<file path="src/rtl/ccr_pkg.sv">
package ccr_pkg;
   typedef enum logic [2:0] {
      OP_NOP    = 3'd0,
      OP_LOAD   = 3'd1,
      OP_CMP_AB = 3'd2,
      OP_CMP_M  = 3'd3,
      OP_DEC    = 3'd4,
      OP_INC    = 3'd5,
      OP_ASL    = 3'd6,
      OP_RSVD   = 3'd7
   } op_e;

   typedef enum logic [2:0] {
      BR_ALWAYS = 3'd0,
      BR_EQ     = 3'd1,
      BR_NE     = 3'd2,
      BR_LT     = 3'd3,
      BR_GE     = 3'd4,
      BR_HS     = 3'd5,
      BR_LO     = 3'd6,
      BR_MI     = 3'd7
   } br_sel_e;

   typedef struct packed {
      logic n;
      logic z;
      logic v;
      logic c;
   } ccr_t;
endpackage

</file>
<file path="src/rtl/ccr_alu.sv">
module ccr_alu
   import ccr_pkg::*;
#(
   parameter int DATA_W = 8
) (
   input  op_e               op,
   input  logic [DATA_W-1:0] acc_a,
   input  logic [DATA_W-1:0] acc_b,
   input  logic [DATA_W-1:0] mem_opnd,
   input  ccr_t              cur,
   output logic [DATA_W-1:0] result,
   output ccr_t              nxt,
   output logic              writes
);
   localparam int MSB = DATA_W - 1;
   localparam logic [DATA_W-1:0] SMAX = {1'b0, {(DATA_W-1){1'b1}}};
   localparam logic [DATA_W-1:0] SMIN = {1'b1, {(DATA_W-1){1'b0}}};
   localparam logic [DATA_W-1:0] ONE  = {{(DATA_W-1){1'b0}}, 1'b1};

   logic [DATA_W-1:0] sub_src;
   logic [DATA_W-1:0] diff;
   logic              borrow;
   logic              sub_ovf;

   assign sub_src = (op == OP_CMP_M) ? mem_opnd : acc_b;
   assign {borrow, diff} = {1'b0, acc_a} - {1'b0, sub_src};
   assign sub_ovf = (acc_a[MSB] ^ sub_src[MSB]) & (diff[MSB] ^ acc_a[MSB]);

   always_comb begin
      result = acc_a;
      nxt    = cur;
      writes = 1'b1;
      unique case (op)
         OP_LOAD: begin
            result = mem_opnd;
            nxt.v  = 1'b0;
         end
         OP_CMP_AB, OP_CMP_M: begin
            result = diff;
            nxt.v  = sub_ovf;
            nxt.c  = borrow;
         end
         OP_DEC: begin
            result = acc_a - ONE;
            nxt.v  = (acc_a == SMIN);
         end
         OP_INC: begin
            result = acc_a + ONE;
            nxt.v  = (acc_a == SMAX);
         end
         OP_ASL: begin
            result = {acc_a[MSB-1:0], 1'b0};
            nxt.c  = acc_a[MSB];
            nxt.v  = acc_a[MSB] ^ acc_a[MSB-1];
         end
         default: writes = 1'b0;
      endcase
      if (writes) begin
         nxt.n = result[MSB];
         nxt.z = (result == '0);
      end
   end
endmodule

</file>
<file path="src/rtl/ccr_branch.sv">
module ccr_branch
   import ccr_pkg::*;
(
   input  ccr_t    f,
   input  br_sel_e sel,
   output logic    taken
);
   logic signed_lt;
   assign signed_lt = f.n ^ f.v;

   always_comb begin
      unique case (sel)
         BR_ALWAYS: taken = 1'b1;
         BR_EQ:     taken = f.z;
         BR_NE:     taken = !f.z;
         BR_LT:     taken = signed_lt;
         BR_GE:     taken = !signed_lt;
         BR_HS:     taken = !f.c;
         BR_LO:     taken = f.c;
         BR_MI:     taken = f.n;
         default:   taken = 1'b0;
      endcase
   end
endmodule

</file>
<file path="src/rtl/ccr_reg.sv">
module ccr_reg
   import ccr_pkg::*;
(
   input  logic clk,
   input  logic rst,
   input  logic we,
   input  ccr_t d,
   output ccr_t q
);
   always_ff @(posedge clk) begin
      if (rst)     q <= '0;
      else if (we) q <= d;
   end

   // no write enable means the register holds its value
   assert_hold_R2: assert property (@(posedge clk) disable iff (rst)
      !we |=> $stable(q));
endmodule

</file>
<file path="src/rtl/ccr_unit.sv">
module ccr_unit
   import ccr_pkg::*;
#(
   parameter int DATA_W = 8
) (
   input  logic              clk,
   input  logic              rst,
   input  logic              op_valid,
   input  logic [2:0]        op,
   input  logic [DATA_W-1:0] acc_a,
   input  logic [DATA_W-1:0] acc_b,
   input  logic [DATA_W-1:0] mem_opnd,
   input  logic [2:0]        br_sel,
   output logic [DATA_W-1:0] result,
   output logic [3:0]        flags,
   output logic              br_taken
);
   localparam int MSB = DATA_W - 1;

   generate
      if (DATA_W < 2) begin : g_width_check
         $error("ccr_unit: DATA_W must be at least 2");
      end
   endgenerate

   op_e  op_q;
   ccr_t cur;
   ccr_t nxt;
   logic writes;

   assign op_q = op_e'(op);

   ccr_alu #(.DATA_W(DATA_W)) u_alu (
      .op       (op_q),
      .acc_a    (acc_a),
      .acc_b    (acc_b),
      .mem_opnd (mem_opnd),
      .cur      (cur),
      .result   (result),
      .nxt      (nxt),
      .writes   (writes)
   );

   ccr_reg u_reg (
      .clk (clk),
      .rst (rst),
      .we  (op_valid & writes),
      .d   (nxt),
      .q   (cur)
   );

   ccr_branch u_br (
      .f     (cur),
      .sel   (br_sel_e'(br_sel)),
      .taken (br_taken)
   );

   assign flags = cur;

   // a load clears V and leaves C as it was
   assert_load_keeps_c_R3: assert property (@(posedge clk) disable iff (rst)
      (op_valid && op == 3'd1) |=> (!flags[1] && flags[0] == $past(flags[0])));

   // comparing equal values gives Z set and no borrow
   assert_cmp_equal_R4: assert property (@(posedge clk) disable iff (rst)
      (op_valid && op == 3'd2 && acc_a == acc_b) |=> (flags[2] && !flags[0] && !flags[1]));

   // increment and decrement keep C
   assert_incdec_keeps_c_R7: assert property (@(posedge clk) disable iff (rst)
      (op_valid && (op == 3'd4 || op == 3'd5)) |=> (flags[0] == $past(flags[0])));

   // the shift moves the old top bit of A into C
   assert_asl_carry_R8: assert property (@(posedge clk) disable iff (rst)
      (op_valid && op == 3'd6) |=> (flags[0] == $past(acc_a[MSB])));

   // higher-or-same and lower are complementary on the stored flags
   assert_hs_vs_c_R11: assert property (@(posedge clk) disable iff (rst)
      (br_sel == 3'd5) |-> (br_taken != flags[0]));
endmodule

</file>
<file path="config.mk">
export PLATFORM = sky130hd
export DESIGN_NAME = ccr_unit
export DESIGN_NICKNAME = d
export VERILOG_FILES = /design/src/rtl/ccr_pkg.sv /design/src/rtl/ccr_alu.sv /design/src/rtl/ccr_branch.sv /design/src/rtl/ccr_reg.sv /design/src/rtl/ccr_unit.sv
export SDC_FILE = /design/constraint.sdc
export NUM_CORES = 1
export LEC_CHECK = 0
export CAP_MARGIN = 30
export CORE_UTILIZATION = 45
export DETAILED_ROUTE_END_ITERATION = 8
export PLACE_DENSITY = 0.78
export SETUP_SLACK_MARGIN = 0.4
export SKIP_CTS_REPAIR_TIMING = 1
export SLEW_MARGIN = 20
export SYNTH_ARGS = -nofsm -noshare
export SYNTH_HDL_FRONTEND = slang
export SYNTH_HIERARCHICAL = 1
export SYNTH_SLANG_ARGS = --single-unit
</file>
<file path="constraint.sdc">
create_clock -name clk -period 10.2 [get_ports clk]
set_clock_uncertainty 0.05 [all_clocks]
set_input_delay 1.53 -clock clk [delete_from_list [all_inputs] [get_ports clk]]
set_output_delay 1.53 -clock clk [all_outputs]
set_load 0.05 [all_outputs]
</file>
* Word level (Yosys, flattened, before mapping) *
Cells that the tools add are included.

storage, ports and cells
  RAM bits = 0
  latch bits = 0
  logic and storage cells = 46
  output and inout bits = 13
  flip-flop bits (word level) = 4
  memories = 0
  memory bits (read-only) = 0

cells by class
  bitwise operators = 6
  add/sub/neg operators = 3
  equality and inequality tests = 15
  mux-type cells = 6
  $mul = 0
  magnitude comparators = 0
  shift operators = 0
  div/mod/pow operators = 0
  reduce and logical (&&, ||, !) cells = 12

operator list
  cell                   number
  $pmux W8 S5            1
  $eq A3 B3 Y1 const B   7
  $eq A3 B2 Y1 const B   4
  $sub A8 B8 Y9          1
  $add A8 B1 Y8 const B  1
  $eq A8 B7 Y1 const B   1
  $eq A8 B8 Y1 const B   1
  $logic_not A8 Y1       1
  $mux W8                1
  $pmux W1 S8            1
  $sub A8 B1 Y8 const B  1
  $eq A3 B1 Y1 const B   2
  $reduce_and A2 Y1      3
  $reduce_or A6 Y1       1
  $pmux W1 S5            1
  $reduce_bool A5 Y1     1
  $xor A1 B1 Y1          4
  $logic_not A1 Y1       3
  $logic_not A3 Y1       1
  $and A1 B1 Y1          2
  $pmux W1 S2            1
  $reduce_bool A2 Y1     1
  $reduce_or A2 Y1       1
  $mux W1                1

* Logic depth before layout (Yosys ltp) *
  depth after elaboration = 6
  mapped depth = 16
  gate-level depth less buffers = 15

* By module *
Netlist, hierarchy kept.

by module, submodules not included
  module      area each (um^2)  instances  cells an instance
  ccr_alu     1338.8            1          176
  ccr_reg     140.1             1          13
  ccr_branch  67.6              1          9
  ccr_unit    6.3               1          1

* Worst setup path before layout *
No wires, ideal clock.

  kind = input-to-output
  from = input port op[1]
  to = output port result[4]
  required time = 8620 ps
  stages = 12
  data arrival time = 4586 ps
  path slack = 4034 ps
  path through = buf_6 > inv_2 > nor2_2 > nand2_1 > mux2_1 > ha_1 > fa_1 > nand2b_1 > a21oi_1 > xor2_1 > a21oi_1 > a21oi_1

between the ends
  longest elaborated chain between the ends = 4
  elaborated cells between the ends (all ways) = 10

RTL lines
  element        RTL line                      RTL
  from (decl)    ccr_unit.sv:9                 input logic [2:0] op,
  $eq A3 B2 Y1   ccr_alu.sv:25, ccr_alu.sv:33
  $mux W8        ccr_alu.sv:25                 assign sub_src = (op == OP_CMP_M) ? mem_opnd : acc_b;
  $sub A8 B8 Y9  ccr_alu.sv:26                 assign {borrow, diff} = {1'b0, acc_a} - {1'b0, sub_src};
  $pmux W8 S5 *  ccr_alu.sv:33                 unique case (op)
  to (decl)      ccr_unit.sv:14                output logic [DATA_W-1:0] result,

Every way passes the cells marked *; elsewhere a longest branch is shown, timed or not.

* Worst setup path after layout *
  from = input port op[1]
  to = output port result[6]

Same word-level chain as after synthesis.

==> impl_metrics.env <==
export IMPL_status="completed"
export IMPL_stdcell_area_um2=2020
export IMPL_grt_pass1_vias=1493
export IMPL_yosysTopAreaCellShare=0.153
export IMPL_clock_latency_ns=0.23
export IMPL_seqCellArea_um2=80.1
export IMPL_clock_fmax_ghz=0.134
export IMPL_powerDensity_nw_per_um2=83.7
export IMPL_grt_pass1_wl_um=6800
export IMPL_dieArea_um2=3690
export IMPL_yosys_warnings=6
export IMPL_grt_max_degree=19
export IMPL_fin_tns_setup_ns=0
export IMPL_cp_start_kind="primary input"
export IMPL_pin_count=46
export IMPL_cts_tree="done"
export IMPL_clkTransAtPathRegs_ns=0.04
export IMPL_core_area_um2=3150
export IMPL_grtUsageTotal=0.243
export IMPL_synth_cells=199
export IMPL_worst_setup_path_end_kind="output port"
export IMPL_setup_viol=0
export IMPL_required_ns=8.62
export IMPL_synth_top_cells_by_area="ha_1 15%, mux2i_1 6.4%, nor2_1 6.0%"
export IMPL_drive_gt1_frac=0.113
export IMPL_power_frac_seq=0.105
export IMPL_largest_register_ff_count=4
export IMPL_postSynth_asyncResetShare=0
export IMPL_cp_startpoint="op[1]"
export IMPL_synthDistinctLibCells=57
export IMPL_leakagePower_nw=0.862
export IMPL_fin_nets=296
export IMPL_synth_largest_area_cell="ha_1"
export IMPL_finalWirelength_um=4250
export IMPL_p_switching_mw=0.0835
export IMPL_gp_congestion=0.854
export IMPL_finalPower_mw=0.169
export IMPL_htreeDepth=1
export IMPL_ir_worst_vdd_mv=0.0502
export IMPL_reg_top3="u_reg/q (4)"
export IMPL_cap_viol_max_count=0
export IMPL_synth_avg_cell_area_um2=7.80
export IMPL_path_max_fanout=10
export IMPL_hold_violations=0
export IMPL_fill_cells=303
export IMPL_cts_path_max_buffers=2
export IMPL_slew_headroom=0.607
export IMPL_post_route_period_util=0.734
export IMPL_clock_sinks=4
export IMPL_synth_main_ff_cell="dfxtp_1"
export IMPL_ys_seq_elements=4
export IMPL_multi_input_area_um2=1370
export IMPL_period_needed_ns=7.49
export IMPL_postPlaceCellArea_um2=2000
export IMPL_dr_first_iter_drc_count=65
export IMPL_die_h_um=60.7
export IMPL_gr_total_overflow=0
export IMPL_vias=1612
export IMPL_drt_vias_per_instance=5.68
export IMPL_min_path_type="reg -> reg"
export IMPL_ant_nets=0
export IMPL_io_buffers=45
export IMPL_combPwrFrac=0.783
export IMPL_reg2reg_slack_ns=8.93
export IMPL_start_util=0.492
export IMPL_wl_per_cell_um=15.0
export IMPL_syn_area_um2=1550
export IMPL_drt_pass1_iterations=4
export IMPL_die_w_um=60.7
export IMPL_drc=0
export IMPL_crit_arrival_ns=5.91
export IMPL_final_max_slew_viol_count=0
export IMPL_dp_hpwl_um=3490
export IMPL_min_from="u_reg/q[2]"
export IMPL_max_slew_worst_pin_slew_ns=0.588
export IMPL_antennaDiodeCount=0
export IMPL_synth_most_common_cell="nor2_1"
export IMPL_rr_startpoint="u_reg/q[0]"
export IMPL_dp_cells=281
export IMPL_num_rows=20
export IMPL_area_growth_pct=30.4
export IMPL_rsz0062_at_grt="false"
export IMPL_p_int_mw=0.0859
export IMPL_fin_cells=284
export IMPL_synth_edf_count=0
export IMPL_sw_frac_of_total=0.493
export IMPL_critPathKind="in -> out"
export IMPL_synth_nets=253
export IMPL_largest_register="u_reg/q"
export IMPL_clk_root_buffer_cell="clkbuf_4"
export IMPL_antenna_found_initial=0
export IMPL_synth_commonest_cells="25 x nor2_1, 19 x ha_1, 15 x a21oi_1"
export IMPL_ys_seq_area_frac=0.0516
export IMPL_pwr_share_clk=0.112
export IMPL_cts_buffers=3
-- final timing paths --
path / cells past startpoint / endpoint
setup reg to reg: 4 / u_reg/q[0]
setup / recovery: 15 / result[6]
hold reg to reg: 2 / u_reg/q[2]
hold / removal: 2 / u_reg/q[2]
-- kinds of logic (layout without fill, tap and decap cells) --
kind of cell	after synthesis	after routing	synth area share
compound gates	64	64	0.293
xor+xnor	13	13	0.0733
fa+ha+maj	21	21	0.179
buf+inv	20	61	0.0677
flops	4	4	0.0516
mux	16	16	0.130
simple gates	61	61	0.205
-- worst max-delay path, cell delays in order --
cell	delay, ns
clkdlybuf4s50_1	0.76
inv_2	0.12
nor2_2	0.31
nand2_1	0.35
mux2_1	0.45
ha_1	0.20
fa_1	0.39
nand2b_1	0.18
a21oi_1	0.23
o211ai_1	0.11
o311ai_0	0.12
a21oi_1	0.13
a2bb2oi_1	0.16
inv_1	0.07
clkdlybuf4s50_1	0.79
-- cells in the final DEF (no fill, tap or decap), drive strengths merged, types with 2 or more instances in the layout --
master | netlist | routed
clkdlybuf4s50 | 0 | 45
nor2 | 27 | 27
ha | 19 | 19
o21ai | 19 | 19
a21oi | 18 | 18
inv | 13 | 13
mux2i | 10 | 10
xor2 | 9 | 9
nand2 | 9 | 9
nand2b | 7 | 7
nor3 | 6 | 6
a21o | 4 | 4
xnor2 | 4 | 4
dfxtp | 4 | 4
clkbuf | 2 | 3
mux4 | 3 | 3
mux2 | 3 | 3
a211oi | 3 | 3
nor2b | 3 | 3
or2 | 2 | 2
a2bb2oi | 2 | 2
o21a | 2 | 2
or3 | 2 | 2
a311oi | 2 | 2
fa | 2 | 2
and2 | 2 | 2
-- final cells by class --
| class | count | share of cell area |
|---|---|---|
| Inverter | 13 | 0.0241 |
| Clock buffer | 3 | 0.0111 |
| Multi-Input combinational cell | 175 | 0.676 |
| Tap cell | 44 | 0.0272 |
| Sequential cell | 4 | 0.0396 |
| Timing Repair Buffer | 45 | 0.222 |
-- metrics by stage --
step	hold slack [ns]	setup WS (ns)	util
after floorplan	0.715	4.03	-
after global placement	0.533	2.82	0.635
after detailed placement	0.523	2.73	0.635
after CTS	0.531	2.73	0.642
after global routing	0.567	2.51	0.642
final	0.530	2.71	0.642
-- routing by layer --
layer / global-route usage / up-vias / routed length, um
met5: 0 / - / 0
met4: 0.0357 / 0 / 16
met3: 0.0128 / 2 / 255
met2: 0.392 / 55 / 1930
met1: 0.364 / 747 / 2040
li1: - / 808 / -
-- power by group through the flow --
stage	logic (mW)	clock network [mW]	registers [mW]
2_1_floorplan	0.0889	0	0.0206
3_3_place_gp	0.130	0	0.0180
3_5_place_dp	0.131	0	0.0181
4_1_cts	0.132	0.0198	0.0178
5_1_grt	0.143	0.0209	0.0179
6_report	0.133	0.0190	0.0178
No activity file was read; power rests on OpenSTA's default activity.
